$ cat src/rtl/ssp_pkg.sv
package ssp_pkg;
  localparam int unsigned CMD_W = 8;

  typedef enum logic [2:0] {
    SEL_COMM = 3'd0,
    SEL_MODE = 3'd1,
    SEL_FHI  = 3'd2,
    SEL_FLO  = 3'd3,
    SEL_TEST = 3'd4,
    SEL_DATA = 3'd5,
    SEL_ZCAL = 3'd6,
    SEL_FCAL = 3'd7
  } reg_sel_e;

  // command byte without its top (status) bit
  typedef struct packed {
    reg_sel_e   sel;
    logic       rd;
    logic [2:0] ch;
  } cmd_t;

  function automatic logic is_wide(reg_sel_e s);
    return (s == SEL_DATA) || (s == SEL_ZCAL) || (s == SEL_FCAL);
  endfunction

  function automatic int unsigned access_len(reg_sel_e s, int unsigned wide_w);
    return is_wide(s) ? wide_w : CMD_W;
  endfunction

  // a write aimed at the command register itself arms no access
  function automatic logic arms_access(cmd_t c);
    return c.rd || (c.sel != SEL_COMM);
  endfunction
endpackage

$ cat src/rtl/ssp_edge_sync.sv
module ssp_edge_sync #(
  parameter int unsigned STAGES = 2
) (
  input  logic clk,
  input  logic rst_n,
  input  logic pol,
  input  logic sclk,
  input  logic cs_n,
  input  logic din,
  output logic sample_pulse,
  output logic drive_pulse,
  output logic cs_active,
  output logic din_s
);
  localparam int unsigned TOP = STAGES - 1;

  logic [STAGES-1:0] sclk_q, cs_q, din_q;
  logic sclk_prev;
  logic rise, fall;

  always_ff @(posedge clk) begin
    if (!rst_n) begin
      sclk_q    <= {STAGES{pol}};
      cs_q      <= '1;
      din_q     <= '0;
      sclk_prev <= pol;
    end else begin
      sclk_q    <= {sclk_q[STAGES-2:0], sclk};
      cs_q      <= {cs_q[STAGES-2:0], cs_n};
      din_q     <= {din_q[STAGES-2:0], din};
      sclk_prev <= sclk_q[TOP];
    end
  end

  assign rise         = sclk_q[TOP] & ~sclk_prev;
  assign fall         = ~sclk_q[TOP] & sclk_prev;
  // sample when the clock returns to idle, drive when it leaves idle
  assign sample_pulse = pol ? rise : fall;
  assign drive_pulse  = pol ? fall : rise;
  assign cs_active    = ~cs_q[TOP];
  assign din_s        = din_q[TOP];
endmodule

$ cat src/rtl/ssp_ctrl.sv
module ssp_ctrl
  import ssp_pkg::*;
#(
  parameter int unsigned DATA_W = 24,
  localparam int unsigned CNT_W = $clog2(DATA_W + 1)
) (
  input  logic              clk,
  input  logic              rst_n,
  input  logic              sample_pulse,
  input  logic              drive_pulse,
  input  logic              cs_active,
  input  logic              din_s,
  input  logic [DATA_W-1:0] rd_word,
  output cmd_t              next_cmd,
  output cmd_t              cmd_q,
  output logic              arm_next,
  output logic              phase_acc,
  output logic              cmd_done,
  output logic              acc_done,
  output logic              wr_en,
  output logic [DATA_W-1:0] wr_data,
  output logic              data_rd_done,
  output logic              dout,
  output logic              dout_en
);
  logic [DATA_W-2:0] rx_q;
  logic [DATA_W-1:0] tx_q;
  logic [CNT_W-1:0]  cnt_q;
  logic [CNT_W-1:0]  limit;
  logic              phase_q;
  logic              dout_q;
  logic              last_bit;

  assign limit    = phase_q ? CNT_W'(access_len(cmd_q.sel, DATA_W)) : CNT_W'(CMD_W);
  assign last_bit = sample_pulse && cs_active && (cnt_q == limit - 1'b1);
  assign cmd_done = last_bit && !phase_q;
  assign acc_done = last_bit && phase_q;

  assign next_cmd = cmd_t'({rx_q[5:0], din_s});
  assign arm_next = arms_access(next_cmd);

  assign wr_data      = {rx_q, din_s};
  assign wr_en        = acc_done && !cmd_q.rd;
  assign data_rd_done = acc_done && cmd_q.rd && (cmd_q.sel == SEL_DATA);

  assign phase_acc = phase_q;
  assign dout_en   = phase_q && cmd_q.rd && cs_active;
  assign dout      = dout_q && dout_en;

  always_ff @(posedge clk) begin
    if (!rst_n) begin
      rx_q    <= '0;
      tx_q    <= '0;
      cnt_q   <= '0;
      phase_q <= 1'b0;
      dout_q  <= 1'b0;
      cmd_q   <= '0;
    end else if (!cs_active) begin
      phase_q <= 1'b0;
      cnt_q   <= '0;
      dout_q  <= 1'b0;
    end else begin
      if (sample_pulse) begin
        rx_q <= {rx_q[DATA_W-3:0], din_s};
        if (last_bit) begin
          cnt_q <= '0;
          if (!phase_q) begin
            cmd_q   <= next_cmd;
            phase_q <= arm_next;
            tx_q    <= rd_word;
          end else begin
            phase_q <= 1'b0;
            dout_q  <= 1'b0;
          end
        end else begin
          cnt_q <= cnt_q + 1'b1;
        end
      end
      if (drive_pulse && phase_q && cmd_q.rd) begin
        dout_q <= tx_q[DATA_W-1];
        tx_q   <= tx_q << 1;
      end
    end
  end
endmodule

$ cat src/rtl/ssp_regs.sv
module ssp_regs
  import ssp_pkg::*;
#(
  parameter int unsigned DATA_W = 24
) (
  input  logic              clk,
  input  logic              rst_n,
  input  logic              wr_en,
  input  reg_sel_e          wr_sel,
  input  logic [DATA_W-1:0] wr_data,
  input  cmd_t              peek_cmd,
  input  logic              conv_strobe,
  input  logic [DATA_W-1:0] conv_result,
  input  logic              data_rd_done,
  output logic [DATA_W-1:0] rd_word,
  output logic              drdy_n
);
  localparam int unsigned NREG = 8;

  function automatic logic [DATA_W-1:0] reset_word(reg_sel_e s);
    case (s)
      SEL_FHI:  return DATA_W'(8'h01);
      SEL_FLO:  return DATA_W'(8'h40);
      SEL_ZCAL: return DATA_W'(1) << (DATA_W - 1);
      SEL_FCAL: return DATA_W'(5) << (DATA_W - 4);
      default:  return '0;
    endcase
  endfunction

  function automatic logic [DATA_W-1:0] width_mask(reg_sel_e s);
    return is_wide(s) ? '1 : DATA_W'(8'hFF);
  endfunction

  logic [DATA_W-1:0] bank [NREG];
  logic [DATA_W-1:0] raw;
  logic              drdy_q;

  for (genvar g = 0; g < NREG; g++) begin : g_reg
    localparam reg_sel_e          SEL  = reg_sel_e'(g);
    localparam logic [DATA_W-1:0] INIT = reset_word(SEL);
    if (SEL == SEL_COMM) begin : g_none
      assign bank[g] = '0;
    end else if (SEL == SEL_DATA) begin : g_result
      logic [DATA_W-1:0] q;
      always_ff @(posedge clk) begin
        if (!rst_n)           q <= INIT;
        else if (conv_strobe) q <= conv_result;
      end
      assign bank[g] = q;
    end else begin : g_rw
      logic [DATA_W-1:0] q;
      always_ff @(posedge clk) begin
        if (!rst_n)                        q <= INIT;
        else if (wr_en && wr_sel == SEL)   q <= wr_data & width_mask(SEL);
      end
      assign bank[g] = q;
    end
  end

  always_ff @(posedge clk) begin
    if (!rst_n)            drdy_q <= 1'b1;
    else if (conv_strobe)  drdy_q <= 1'b0;
    else if (data_rd_done) drdy_q <= 1'b1;
  end
  assign drdy_n = drdy_q;

  // read word left-aligned so the shifter always starts at its top bit
  always_comb begin
    if (peek_cmd.sel == SEL_COMM)
      raw = DATA_W'({drdy_q, peek_cmd.sel, peek_cmd.rd, peek_cmd.ch});
    else
      raw = bank[peek_cmd.sel];
    rd_word = is_wide(peek_cmd.sel) ? raw : (raw << (DATA_W - CMD_W));
  end
endmodule

$ cat src/rtl/steered_serial_port.sv
module steered_serial_port
  import ssp_pkg::*;
#(
  parameter int unsigned DATA_W      = 24,
  parameter int unsigned SYNC_STAGES = 2
) (
  input  logic              clk,
  input  logic              rst_n,
  input  logic              pol,
  input  logic              sclk,
  input  logic              cs_n,
  input  logic              din,
  output logic              dout,
  output logic              dout_en,
  output logic              drdy_n,
  input  logic              conv_strobe,
  input  logic [DATA_W-1:0] conv_result,
  output logic [2:0]        chan
);
  logic              sample_pulse, drive_pulse, cs_active, din_s;
  logic              cmd_done, acc_done, phase_acc, arm_next;
  logic              wr_en, data_rd_done;
  logic [DATA_W-1:0] wr_data, rd_word;
  cmd_t              next_cmd, cmd_q;

  ssp_edge_sync #(.STAGES(SYNC_STAGES)) u_sync (
    .clk(clk), .rst_n(rst_n), .pol(pol), .sclk(sclk), .cs_n(cs_n), .din(din),
    .sample_pulse(sample_pulse), .drive_pulse(drive_pulse),
    .cs_active(cs_active), .din_s(din_s)
  );

  ssp_ctrl #(.DATA_W(DATA_W)) u_ctrl (
    .clk(clk), .rst_n(rst_n), .sample_pulse(sample_pulse), .drive_pulse(drive_pulse),
    .cs_active(cs_active), .din_s(din_s), .rd_word(rd_word),
    .next_cmd(next_cmd), .cmd_q(cmd_q), .arm_next(arm_next), .phase_acc(phase_acc),
    .cmd_done(cmd_done), .acc_done(acc_done), .wr_en(wr_en), .wr_data(wr_data),
    .data_rd_done(data_rd_done), .dout(dout), .dout_en(dout_en)
  );

  ssp_regs #(.DATA_W(DATA_W)) u_regs (
    .clk(clk), .rst_n(rst_n), .wr_en(wr_en), .wr_sel(cmd_q.sel), .wr_data(wr_data),
    .peek_cmd(next_cmd), .conv_strobe(conv_strobe), .conv_result(conv_result),
    .data_rd_done(data_rd_done), .rd_word(rd_word), .drdy_n(drdy_n)
  );

  assign chan = cmd_q.ch;
endmodule

$ cat config.mk
export PLATFORM = sky130hd
export DESIGN_NAME = steered_serial_port
export DESIGN_NICKNAME = d
export VERILOG_FILES = /design/src/rtl/ssp_pkg.sv /design/src/rtl/ssp_edge_sync.sv /design/src/rtl/ssp_ctrl.sv /design/src/rtl/ssp_regs.sv /design/src/rtl/steered_serial_port.sv
export SDC_FILE = /design/constraint.sdc
export NUM_CORES = 1
export LEC_CHECK = 0
export ABC_AREA = 1
export CORE_ASPECT_RATIO = 2
export CORE_UTILIZATION = 57
export DETAILED_ROUTE_END_ITERATION = 10
export PLACE_DENSITY_LB_ADDON = 0.08
export SYNTH_ARGS = -nofsm -noshare
export SYNTH_HDL_FRONTEND = slang
export SYNTH_SLANG_ARGS = --single-unit
$ cat constraint.sdc
create_clock -name clk -period 2.02 [get_ports clk]
set_input_delay 0.303 -clock clk [delete_from_list [all_inputs] [get_ports clk]]
set_output_delay 0.303 -clock clk [all_outputs]
set_load 0.01 [all_outputs]
==> flow_summary.yaml <==
place:
  dp_hpwl_mm: 14.8
  finalWeightedCongestion: 0.873
  post-place-cells: 1320
  io_buffer_count: 36
  dpl_worst_slack_ns: -0.193
clock_network:
  cts_sinks: 173
  h-tree-depth: 4
  insertion_delay_ns: 0.43
  cts_buffers: 17
  clk_pin_slew_ns: 0.07
  clock_path_buffers: 2
  hold_buffers: 0
  cts_tree: "built"
  clock_tree.root_cell: "clkbuf_16"
worst_setup_path:
  crit_type: "register to register"
  r2r_cells: 11
  critPathArrivalTime_ns: 2.21
  r2r_slack_ns: 0.09
  cp-end-kind: "register"
  rr_endpoint: "u_regs.g_reg[7].g_rw.q[19]$_SDFFE_PN0P_"
  required_ns: 2.29
  path_max_fanout: 14
  startpoint_type: "register"
  r2r_start: "u_ctrl.cnt_q[0]$_SDFFE_PP0N_"
route:
  drc_errors: 2
  routed_wirelength_mm: 22.0
  topRoutingLayerUsed: "met4"
  drtIter0Drc: 553
  wl_met1_mm: 8.33
  wire_per_inst_microns: 16.2
  dr.pass1.iters: 8
  dr_total_vias: 7550
  viasPerCell: 5.57
  routed-wl-met3_mm: 1.16
  drtAntennaViolNets: 0
  wl_met2_mm: 11.8
global_route:
  grt_max_degree: 92
  grt_use_total: 0.314
  overflow: 0
  antenna_found_initial: 0
  grt_pass1_vias: 6931
  grt_pass1_wl_mm: 34.9
timing:
  min_period_ns: 1.93
  drv_slew: 0
  max_freq_mhz: 517
  relSlewSlack: 0.428
  tightest_slew_ns: 0.854
  rsz0062_at_grt: "yes"
  fin_crit_sh: 0.958
  skew_ns: 0.00986
  worst_slack_ns: 0.0858
  setup_viol: 0
  hold_violations: 0
floorplan:
  core_sq_um: 13400
  fp.dieH_microns: 168
  ios: 37
  die_w_microns: 84.8
  rows: 60
  dieArea_sq_um: 14200
  start_util: 0.581
layout:
  nets: 1219
  antennaDiodeCount: 0
  final_common_cell: "nand2_1"
  final_cell_mix: "nand2_1 (351), dfxtp_1 (170), nor2_1 (151)"
  syn_to_final_growth_pct: 17.8
  fin_cells: 1355
  drive_above_1_share: 0.0975
min_path:
  hold_class: "primary input to register"
  min_path_cells: 5
  min-delay-start: "rst_n"
  whs_endpoint: "u_ctrl.cnt_q[2]$_SDFFE_PP0N_"
outcome:
  status: "finished with violations"
  violations: "design-rule violations"
power_and_ir_drop:
  p_leak_nw: 3.92
  cellPowerDensity_nw_per_um2: 784
  peakVddDrop_mv: 0.623
synth:
  yosys_register_bits: 173
  synth_seq_area_share: 0.443
  netlist_instances: 1162
  synth_warnings: 0
  syn_nets: 1194
  synth_cell_types: 27
  syn_area_sq_um: 7810
  syn_avg_cell_area_sq_um: 6.72
run:
  maxCapViolCount: 0
==> logic make-up after synthesis <==
logic type      count (synthesis)  synth area share
xor+xnor                        2           0.00224
buf+inv                       153            0.0828
fa+ha+maj                       1           0.00160
compound gates                182             0.117
simple gates                  651             0.353
flops                         173             0.443
==> power by group <==
| part | total (mW) | switching, mW | internal [mW] |
|---|---|---|---|
| combinational | 0.329 | 0.203 | 0.127 |
| sequential | 3.51 | 0.0438 | 3.47 |
| clock | 3.37 | 1.44 | 1.92 |
==> cells in the mapped netlist (all sizes together) <==
| cell | instances | area, sq um |
|---|---|---|
| nand2 | 357 | 1360 |
| nand3 | 74 | 395 |
| clkbuf | 56 | 210 |
| nor3b | 1 | 7.51 |
| a22oi | 1 | 7.51 |
| a31oi | 2 | 12.5 |
| a21oi | 111 | 556 |
| o21ai | 68 | 340 |
| or2 | 3 | 18.8 |
| inv | 67 | 251 |
| nor2 | 156 | 604 |
| buf | 29 | 181 |
| nand4 | 58 | 363 |
| ha | 1 | 12.5 |
| xor2 | 2 | 17.5 |
| dfxtp | 173 | 3460 |
| nor3 | 2 | 10.0 |
| clkinv | 1 | 3.75 |
==> worst max-delay path by stage <==
stage	startpoint	endpoint	slack [ns]
after floorplan	u_ctrl.cnt_q[0]$_SDFFE_PP0N_	u_regs.g_reg[7].g_rw.q[20]$_SDFFE_PN1P_	0.27
after global placement	pol	u_regs.g_reg[3].g_rw.q[2]$_SDFFE_PN0P_	-0.13
after detailed placement	pol	u_regs.g_reg[3].g_rw.q[3]$_SDFFE_PN0P_	-0.19
after CTS	u_ctrl.cnt_q[0]$_SDFFE_PP0N_	u_regs.g_reg[7].g_rw.q[7]$_SDFFE_PN0P_	-0.006
after global routing	u_ctrl.cnt_q[0]$_SDFFE_PP0N_	u_regs.g_reg[3].g_rw.q[1]$_SDFFE_PN0P_	-0.02
final	u_ctrl.cnt_q[0]$_SDFFE_PP0N_	u_regs.g_reg[7].g_rw.q[19]$_SDFFE_PN0P_	0.09
==> state kept, by name, summed over array words and instances, names as in the netlist, 2 cells and up <==
name and flops:
u_regs.g.g_result.q 24, u_ctrl.cmd_q 7, u_sync.din_q 2, u_sync.cs_q 2, u_ctrl.tx_q 24, u_ctrl.rx_q 23, u_ctrl.cnt_q 5, u_sync.sclk_q 2
u_regs.g.g_rw.q 80
==> through the flow <==
step	hold slack (ns)	area (sq um)	power [mW]	util	setup TNS, ns
after global routing	0.379	9200	7.41	0.684	-0.290
after global placement	0.394	8430	3.91	0.627	-2.50
after floorplan	0.390	7810	3.75	-	0
after detailed placement	0.417	8430	3.91	0.627	-5.91
after CTS	0.334	9050	7.23	0.674	-0.00553
final	0.343	9200	7.21	0.684	0
==> layer usage <==
metal	track usage	vias to the layer above
met5	0	-
met2	0.579	230
met3	0.0503	47
met4	0.132	0
met1	0.351	3468
li1	-	3805
==> worst max-delay path, stage by stage (launching register included) <==
cell,delay [ns]
dfxtp_2,0.35
ha_2,0.19
nand2_1,0.08
nor2_2,0.10
nand2_1,0.10
nor2_4,0.13
nand2_4,0.10
nor2_8,0.28
nand3_4,0.13
buf_6,0.18
nand2_1,0.08
a21oi_1,0.06
==> area by class of cell <==
class                           instances  area [sq um]
Timing Repair Buffer                   89           867
Sequential cell                       173          3470
Clock inverter                         12           150
Fill cell                            1223          4240
Clock buffer                           20           457
Tap cell                              155           194
Multi-Input combinational cell        838          3810
Inverter                               68           255
==> what timing repair did <==
item                       in CTS  in global routing
gates cloned                    0                  3
pin swaps                       0                  1
buffers inserted                0                  0
gates resized for setup         5                 29
setup endpoints to repair      25                104
(Power assumes the default switching activity.)
